$ cat src/rtl/twi_rx_pkg.sv
package twi_rx_pkg;
  typedef enum logic [1:0] {
    ST_IDLE = 2'd0,
    ST_HOLD = 2'd1,
    ST_LOW  = 2'd2,
    ST_HIGH = 2'd3
  } twi_st_e;
endpackage

$ cat src/rtl/twi_phase_timer.sv
module twi_phase_timer #(
  parameter int PW = 8
) (
  input  logic          clk,
  input  logic          rst_n,
  input  logic          load,
  input  logic [PW-1:0] load_val,
  input  logic          run,
  output logic [PW-1:0] cnt,
  output logic          expired
);
  logic [PW-1:0] cnt_q, cnt_d;

  always_comb begin
    cnt_d = cnt_q;
    if (load)
      cnt_d = load_val;
    else if (run && (cnt_q != '0))
      cnt_d = cnt_q - 1'b1;
  end

  always_ff @(posedge clk or negedge rst_n) begin
    if (!rst_n) cnt_q <= '0;
    else        cnt_q <= cnt_d;
  end

  assign cnt     = cnt_q;
  assign expired = (cnt_q == '0);
endmodule

$ cat src/rtl/twi_rx_shifter.sv
module twi_rx_shifter #(
  parameter int DW = 8
) (
  input  logic          clk,
  input  logic          rst_n,
  input  logic          clear,
  input  logic          shift,
  input  logic          bit_in,
  input  logic          capture,
  output logic [DW-1:0] word
);
  logic [DW-1:0] sh_q, sh_d;
  logic [DW-1:0] word_q, word_d;

  always_comb begin
    sh_d = sh_q;
    if (clear)
      sh_d = '0;
    else if (shift)
      sh_d = {sh_q[DW-2:0], bit_in};
    word_d = capture ? sh_d : word_q;
  end

  always_ff @(posedge clk or negedge rst_n) begin
    if (!rst_n) begin
      sh_q   <= '0;
      word_q <= '0;
    end else begin
      sh_q   <= sh_d;
      word_q <= word_d;
    end
  end

  assign word = word_q;
endmodule

$ cat src/rtl/twi_rx_engine.sv
module twi_rx_engine #(
  parameter int DW = 8,
  parameter int PW = 8,
  localparam int CW = $clog2(DW),
  localparam int LW = $clog2(DW + 2)
) (
  input  logic          clk,
  input  logic          rst_n,
  input  logic          addr_done,
  input  logic          xmit_sel,
  input  logic          dat_rd,
  input  logic          dat_wr,
  input  logic [CW-1:0] bit_cnt,
  input  logic          ack_en,
  input  logic [PW-1:0] presc,
  input  logic          scl_i,
  output logic          scl_oe,
  input  logic          sda_i,
  output logic          sda_oe,
  output logic [DW-1:0] rd_data,
  output logic          pending,
  output logic          irq
);
  import twi_rx_pkg::*;

  // reset: asserted asynchronously, released on a clock edge
  logic [1:0] rst_sync_q;
  logic       rst_int_n;
  always_ff @(posedge clk or negedge rst_n) begin
    if (!rst_n) rst_sync_q <= 2'b00;
    else        rst_sync_q <= {rst_sync_q[0], 1'b1};
  end
  assign rst_int_n = rst_sync_q[1];

  twi_st_e       st_q, st_d;
  logic [LW-1:0] left_q, left_d;
  logic          ack_q, ack_d;
  logic [PW-1:0] presc_q, presc_d;
  logic          irq_q, irq_d;

  logic          start, low_end, high_end, last_clk, ack_slot, sample;
  logic          tmr_load, tmr_run, tmr_zero;
  logic [PW-1:0] tmr_cnt, tmr_val;
  logic [LW-1:0] nbits;

  assign nbits    = (bit_cnt == '0) ? LW'(DW) : LW'(bit_cnt);
  assign start    = (st_q == ST_HOLD) && dat_rd && !xmit_sel;
  assign last_clk = (left_q == LW'(1));
  assign ack_slot = ack_q && last_clk;
  assign low_end  = (st_q == ST_LOW) && tmr_zero;
  assign high_end = (st_q == ST_HIGH) && scl_i && tmr_zero;
  assign sample   = (st_q == ST_HIGH) && scl_i && (tmr_cnt == presc_q) && !ack_slot;

  assign tmr_load = start || low_end || (high_end && !last_clk);
  assign tmr_run  = (st_q == ST_LOW) || ((st_q == ST_HIGH) && scl_i);
  assign tmr_val  = start ? presc : presc_q;

  // next-state logic
  always_comb begin
    st_d    = st_q;
    left_d  = left_q;
    ack_d   = ack_q;
    presc_d = presc_q;
    irq_d   = 1'b0;
    unique case (st_q)
      ST_IDLE: if (addr_done) st_d = ST_HOLD;
      ST_HOLD: if (start) begin
        st_d    = ST_LOW;
        left_d  = nbits + LW'(ack_en);
        ack_d   = ack_en;
        presc_d = presc;
      end
      ST_LOW:  if (low_end) st_d = ST_HIGH;
      ST_HIGH: if (high_end) begin
        if (last_clk) begin
          st_d  = ST_HOLD;
          irq_d = 1'b1;
        end else begin
          st_d   = ST_LOW;
          left_d = left_q - 1'b1;
        end
      end
      default: st_d = ST_IDLE;
    endcase
  end

  // state registers
  always_ff @(posedge clk or negedge rst_int_n) begin
    if (!rst_int_n) begin
      st_q    <= ST_IDLE;
      left_q  <= '0;
      ack_q   <= 1'b0;
      presc_q <= '0;
      irq_q   <= 1'b0;
    end else begin
      st_q    <= st_d;
      left_q  <= left_d;
      ack_q   <= ack_d;
      presc_q <= presc_d;
      irq_q   <= irq_d;
    end
  end

  twi_phase_timer #(.PW(PW)) u_timer (
    .clk      (clk),
    .rst_n    (rst_int_n),
    .load     (tmr_load),
    .load_val (tmr_val),
    .run      (tmr_run),
    .cnt      (tmr_cnt),
    .expired  (tmr_zero)
  );

  twi_rx_shifter #(.DW(DW)) u_shift (
    .clk     (clk),
    .rst_n   (rst_int_n),
    .clear   (start),
    .shift   (sample),
    .bit_in  (sda_i),
    .capture (high_end && last_clk),
    .word    (rd_data)
  );

  assign pending = (st_q == ST_LOW) || (st_q == ST_HIGH);
  assign scl_oe  = (st_q == ST_HOLD) || (st_q == ST_LOW);
  assign sda_oe  = pending && ack_slot;
  assign irq     = irq_q;
endmodule

$ cat config.mk
export PLATFORM = sky130hd
export DESIGN_NAME = twi_rx_engine
export DESIGN_NICKNAME = d
export VERILOG_FILES = /design/src/rtl/twi_rx_pkg.sv /design/src/rtl/twi_phase_timer.sv /design/src/rtl/twi_rx_shifter.sv /design/src/rtl/twi_rx_engine.sv
export SDC_FILE = /design/constraint.sdc
export NUM_CORES = 1
export LEC_CHECK = 0
export ABC_AREA = 1
export BUFFER_PORTS_ARGS = -buffer_cell sky130_fd_sc_hd__buf_2
export CORE_ASPECT_RATIO = 0.75
export CORE_MARGIN = 1
export CORE_UTILIZATION = 52
export CTS_CLUSTER_DIAMETER = 50
export CTS_CLUSTER_SIZE = 25
export DETAILED_ROUTE_END_ITERATION = 6
export PLACE_DENSITY = 0.83
export SLEW_MARGIN = 20
export SYNTH_ARGS = -nofsm -noshare
export SYNTH_HDL_FRONTEND = slang
export SYNTH_HIERARCHICAL = 1
export SYNTH_SLANG_ARGS = --single-unit
export TNS_END_PERCENT = 1
$ cat constraint.sdc
create_clock -name clk -period 1.3 [get_ports clk]
set_input_delay 0.26 -clock clk [delete_from_list [all_inputs] [get_ports clk]]
set_output_delay 0.26 -clock clk [all_outputs]
set_load 0.05 [all_outputs]
# ---- Word-level counts from Yosys, hierarchy flattened
# Cells that the tools add are included.
dict set report word_totals {
  regBits 42
  out_inout_bits 12
  inputBits 20
  wordCells 70
}
dict set report op_classes {
  n_eq_ne 10
  addsub 3
  n_reduce_logical 29
  n_mux 19
}
# cell n
set ops {}
lappend ops {{$mux W8} 5}
lappend ops {{$mux W4} 4}
lappend ops {{$logic_and A1 B1 Y1} 12}
lappend ops {{$mux W2} 5}
lappend ops {{$ne A2 B2 Y1 const B} 5}
lappend ops {{$eq A8 B8 Y1} 1}
lappend ops {{$logic_not A8 Y1} 1}
lappend ops {{$pmux W2 S4} 1}
lappend ops {{$pmux W4 S2} 1}
lappend ops {{$reduce_and A4 Y1} 2}
lappend ops {{$reduce_bool A8 Y1} 1}
lappend ops {{$sub A8 B1 Y8 const B} 1}
lappend ops {{$logic_or A1 B1 Y1} 5}
lappend ops {{$add A4 B1 Y4} 1}
lappend ops {{$eq A2 B2 Y1 const B} 2}
lappend ops {{$eq A4 B1 Y1 const B} 1}
lappend ops {{$reduce_bool A2 Y1} 2}
lappend ops {{$sub A4 B1 Y4 const B} 1}
lappend ops {{$logic_not A1 Y1} 3}
lappend ops {{$logic_not A3 Y1} 1}
lappend ops {{$mux W1} 3}
lappend ops {{$eq A2 B1 Y1 const B} 1}
lappend ops {{$logic_not A2 Y1} 1}
lappend ops {{$reduce_and A2 Y1} 1}

# ---- Depth between registers and ports, before layout
dict set report logic_depth {
  ltp_word 6
  depth_mapped 14
}

# ---- Cells and area by module
# Netlist, hierarchy kept.
# module area_each_um2 cells_per_inst instances
set by_module_without_submodules {}
lappend by_module_without_submodules {twi_rx_engine 1206.2 167 1}
lappend by_module_without_submodules {twi_rx_shifter 690.7 78 1}
lappend by_module_without_submodules {twi_phase_timer 596.8 93 1}

# ---- Least setup slack after synthesis
# OpenSTA, ideal clock, no wires.
dict set report synth_path {
  path_kind {flip-flop to output port}
  from {reg st_q[0]}
  to {out sda_oe}
  t_arrival_ns 2.334
  setup_slack_ns -1.294
  stages_incl_launch_ff 6
  required_ns 1.040
  path_buffers 0
  cell_sequence {dfrtp_1 inv_1 ha_1 inv_1 nand2_1 nor3b_1}
}
dict set report synth_between {
  elab_chain_len 3
}
# item line
set synth_lines {}
lappend synth_lines {{from (decl)} twi_rx_engine.sv:35} ;# twi_st_e st_q, st_d;
lappend synth_lines {{from (signal assigned)} twi_rx_engine.sv:96} ;# st_q <= st_d;
lappend synth_lines {{$eq A2 B2 Y1} twi_rx_engine.sv:124} ;# assign pending = (st_q == ST_LOW) || (st_q == ST_HIGH);
lappend synth_lines {{$logic_or A1 B1 Y1 (*)} twi_rx_engine.sv:124}
lappend synth_lines {{via pending} twi_rx_engine.sv:21} ;# output logic pending,
lappend synth_lines {{$logic_and A1 B1 Y1 (*)} twi_rx_engine.sv:126} ;# assign sda_oe = pending && ack_slot;
lappend synth_lines {{to (decl)} twi_rx_engine.sv:19} ;# output logic sda_oe,
# The timed path passes the listed nets; every way through them passes the cells marked *.

# ---- Final worst setup path
dict set report layout_path {
  from {reg u_timer.cnt_q[2], in the netlist u_timer/cnt[2]}
  to {reg u_timer.cnt_q[0], in the netlist u_timer/cnt[0]}
}
dict set report layout_between {
  elab_chain_len 5
}
# item line
set layout_lines {}
lappend layout_lines {{from (decl)} twi_phase_timer.sv:12} ;# logic [PW-1:0] cnt_q, cnt_d;
lappend layout_lines {{from (signal assigned)} twi_phase_timer.sv:24} ;# else cnt_q <= cnt_d;
lappend layout_lines {{$logic_not A8 Y1 (*)} twi_phase_timer.sv:28} ;# assign expired = (cnt_q == '0);
lappend layout_lines {{via tmr_zero} twi_rx_engine.sv:42} ;# logic tmr_load, tmr_run, tmr_zero;
lappend layout_lines {{$logic_and A1 B1 Y1, on equally long branches} {twi_rx_engine.sv:50, twi_rx_engine.sv:51}}
lappend layout_lines {{$logic_or A1 B1 Y1 or $logic_and A1 B1 Y1 (tied branches)} twi_rx_engine.sv:54} ;# assign tmr_load = start || low_end || (high_end && !last_clk);
lappend layout_lines {{$logic_or A1 B1 Y1 (*)} twi_rx_engine.sv:54}
lappend layout_lines {{via tmr_load} twi_rx_engine.sv:42}
lappend layout_lines {{$mux W8 or $reduce_bool A2 Y1 (tied branches)} --}
# Marks and branches as above.
# A chain may end at the register's enable or synchronous reset.

==> results.toml <==
[grt]
track_usage = 0.2795
grt_max_degree = 41
grt_pass1_wl_mm = 10.54
grt_pass1_vias = 2359
grt-ovfl-total = 0
antenna_found_initial = 0

[placed_design]
dpl.hpwl_mm = 4.372
place.gp.congestion = 0.8757
io_buffers = 30

[cts]
cts_sinks = 42
cts_tree = "done"
clockRootBuffer = "clkbuf_8"
clk_pin_slew_ps = 90
clk_path_buf_depth = 2
cts_buffers = 5
clkLatencyLatePin_ps = 300
htree_levels = 2

[timing]
clock_skew_ps = 7.635
fin_hold_ws_ps = 175.3
layout_min_cycle_time_ps = 1802
clock.fmax_mhz = 554.8
setup_violations = 43
setup_ws_ps = -502.4
tns_ps = -13180
drv_slew = 0
rsz0062_at_grt = "yes"
finalHoldViolCount = 0
fin_crit_sh = 1.386

[routing]
viasPerCell = 5.307
ant_nets = 0
dr.first_iter.drc_count = 124
drc_errors = 0
dr.pass1.iters = 4
wl_per_cell_um = 14.42
vias = 2579
wirelength_mm = 7.009

[critical_path]
path_cells = "nor2_4 > nand2_2 > nor2_4 > nand3_4 > o221ai_4 > buf_4 > nand2_1 > o21ai_1 > nand2_1 > o21ai_1"
required_ps = 1520
critPathBufInv = 1
slowest_delay_ps = 430
arrival_ps = 2030
slowest_stage = "dfrtp_2"
cp-end-kind = "flip-flop"
cp_top_family = "simple AND/OR/NAND/NOR gates"
cp_max_fo = 6
startpoint_type = "flip-flop"
worst-setup-path-type = "flip-flop to flip-flop"

[finish]
nFillCells = 299
nets = 458
layout-drive-gt1-share = 0.3823
antenna_cells = 0
area_growth_syn_to_layout_pct = 41.80

[outcome]
status = "finished, violations left"
violations = "setup timing"

[synth]
syn_nets = 368
ys_seq_area_frac = 0.4215
yosys_register_bits = 42
synth_area_um2 = 2494
ys_types = 31
ys_warn_count = 6
syn_avg_cell_area_um2 = 7.378
syn_inst = 338

[power_and_ir_drop]
switchingPower_mw = 3.550
p_int_mw = 4.294
p_seq_frac = 0.247
switching_share = 0.4526
max-vdd-ir-drop_mv = 1.503
combPwrFrac = 0.639
p_per_area_nw_per_um2 = 2219
p_clk_frac = 0.114
p_leak_nw = 1.849

[flow_run]
cap_violations = 0

[die]
die_w_um = 81.96
fp-row-count = 21
start_util = 0.5486
core-area_um2 = 4546
dieArea_um2 = 5079
die_h_um = 61.97
io_pins = 32

[worst_hold_path]
hold_path_class = "input pin to flip-flop"
-- path summary, 6_finish.rpt --
check | slack, ps | cells after the start | end | from
setup / recovery | -500 | 10 | u_timer/cnt[0]$_DFFE_PN0P_ | u_timer/cnt[2]$_DFFE_PN0P_
hold reg to reg | 240 | 1 | u_shift/word[1]$_DFFE_PN0P_ | rst_sync_q[1]$_DFF_PN0_
setup reg to reg | -500 | 10 | u_timer/cnt[0]$_DFFE_PN0P_ | u_timer/cnt[2]$_DFFE_PN0P_
hold / removal | 180 | 3 | presc_q[6]$_DFFE_PN0P_ | presc[6]
min in group asynchronous | 240 | 1 | u_shift/word[1]$_DFFE_PN0P_ | rst_sync_q[1]$_DFF_PN0_
max in group asynchronous | 850 | 1 | st_q[1]$_DFFE_PN0P_ | rst_sync_q[1]$_DFF_PN0_
-- metal layers --
metal,wire (um),global-route usage,vias to the layer above
met3,381,0.05547,18
li1,-,-,1255
met2,3455,0.4959,99
met1,2994,0.3504,1207
met4,176,0.08020,0
met5,0,0,-
-- power by group through the flow --
stage | clock network [mW] | registers (mW) | logic (mW)
CTS | 0.914 | 1.92 | 4.57
floorplan | 0 | 2.01 | 2.57
global placement | 0 | 1.93 | 4.08
global route | 0.976 | 1.98 | 5.42
finish | 0.895 | 1.94 | 5.01
detailed placement | 0 | 1.94 | 4.19
-- cell families after synthesis --
family | count (synthesis) | share of synthesized area
AOI/OAI and AO/OA | 44 | 0.09735
xor gates and xnor gates | 5 | 0.01756
adders and majority gates | 10 | 0.05018
buffers and inverters | 44 | 0.07977
DFF | 42 | 0.4215
other | 1 | 0.001504
and+or+nand+nor | 192 | 0.3322
-- synth_stat cells, drive strengths merged --
master    n  share of area
o21ai    28          0.061
ha       10          0.050
nand4     3         0.0075
clkinv    1         0.0020
o22ai     1         0.0025
nand3    29          0.060
nand2   137           0.22
conb      1         0.0015
a21boi    1         0.0030
nor2     22          0.038
o221ai    1         0.0035
nor3b     1         0.0030
a21oi    13          0.028
clkbuf    4         0.0065
inv      34          0.054
buf       5          0.017
xnor2     5          0.018
dfrtp    42           0.42
-- area by class of cell --
cell class	count	area (um2)	share of cell area
Multi-Input combinational cell	252	1468	0.4151
Inverter	35	153.9	0.04352
Tap cell	57	71.32	0.02017
Clock buffer	5	68.82	0.01946
Timing Repair Buffer	92	694.4	0.1964
Sequential cell	42	1055	0.2983
Clock inverter	3	25.02	0.007077
-- flip-flops by register name, indices dropped and copies added, names as in the netlist --
signal	flops
u_shift/sh_q	8
left_q	4
presc_q	8
st_q	2
u_shift/word	8
ack_q	1
rst_sync_q	2
u_timer/cnt	8
irq	1
-- per-stage QoR --
step	std cells	util	power (mW)	setup slack, ps	area, um2
final	486	0.7779	7.844	-502.4	3536
after global routing	486	0.7779	8.378	-584.1	3536
after CTS	480	0.7558	7.405	-484.6	3436
after detailed placement	469	0.7055	6.131	-430.6	3207
after global placement	469	0.7055	6.002	-374.8	3207
after floorplan	338	-	4.589	-330.0	2619
-- cell usage in the layout (no fill, tap or decap), types with 7 or more instances in the layout --
master	netlist	routed
dfrtp_1	42	39
buf_2	1	28
inv_2	2	8
o21ai_0	24	18
a21oi_1	12	7
inv_1	31	21
buf_6	2	7
nand2_2	11	16
buf_4	2	52
nand3_1	28	25
o21ai_1	3	8
nand2_1	124	117
nor2_1	19	14
-- worst min-delay path, stage by stage --
cell and delay (ps):
buf_2 70, nand2_1 60, nand2_1 50
-- repair_timing --
action / CTS / global route
setup buffers: 2 / 5
endpoints found under the hold margin: 2 / 0
resized for setup: 30 / 20
hold buffers: 1 / 0
setup endpoints to repair: 43 / 43
pin swaps: 13 / 9
cloned: 0 / 1
(Power assumes the default switching activity.)
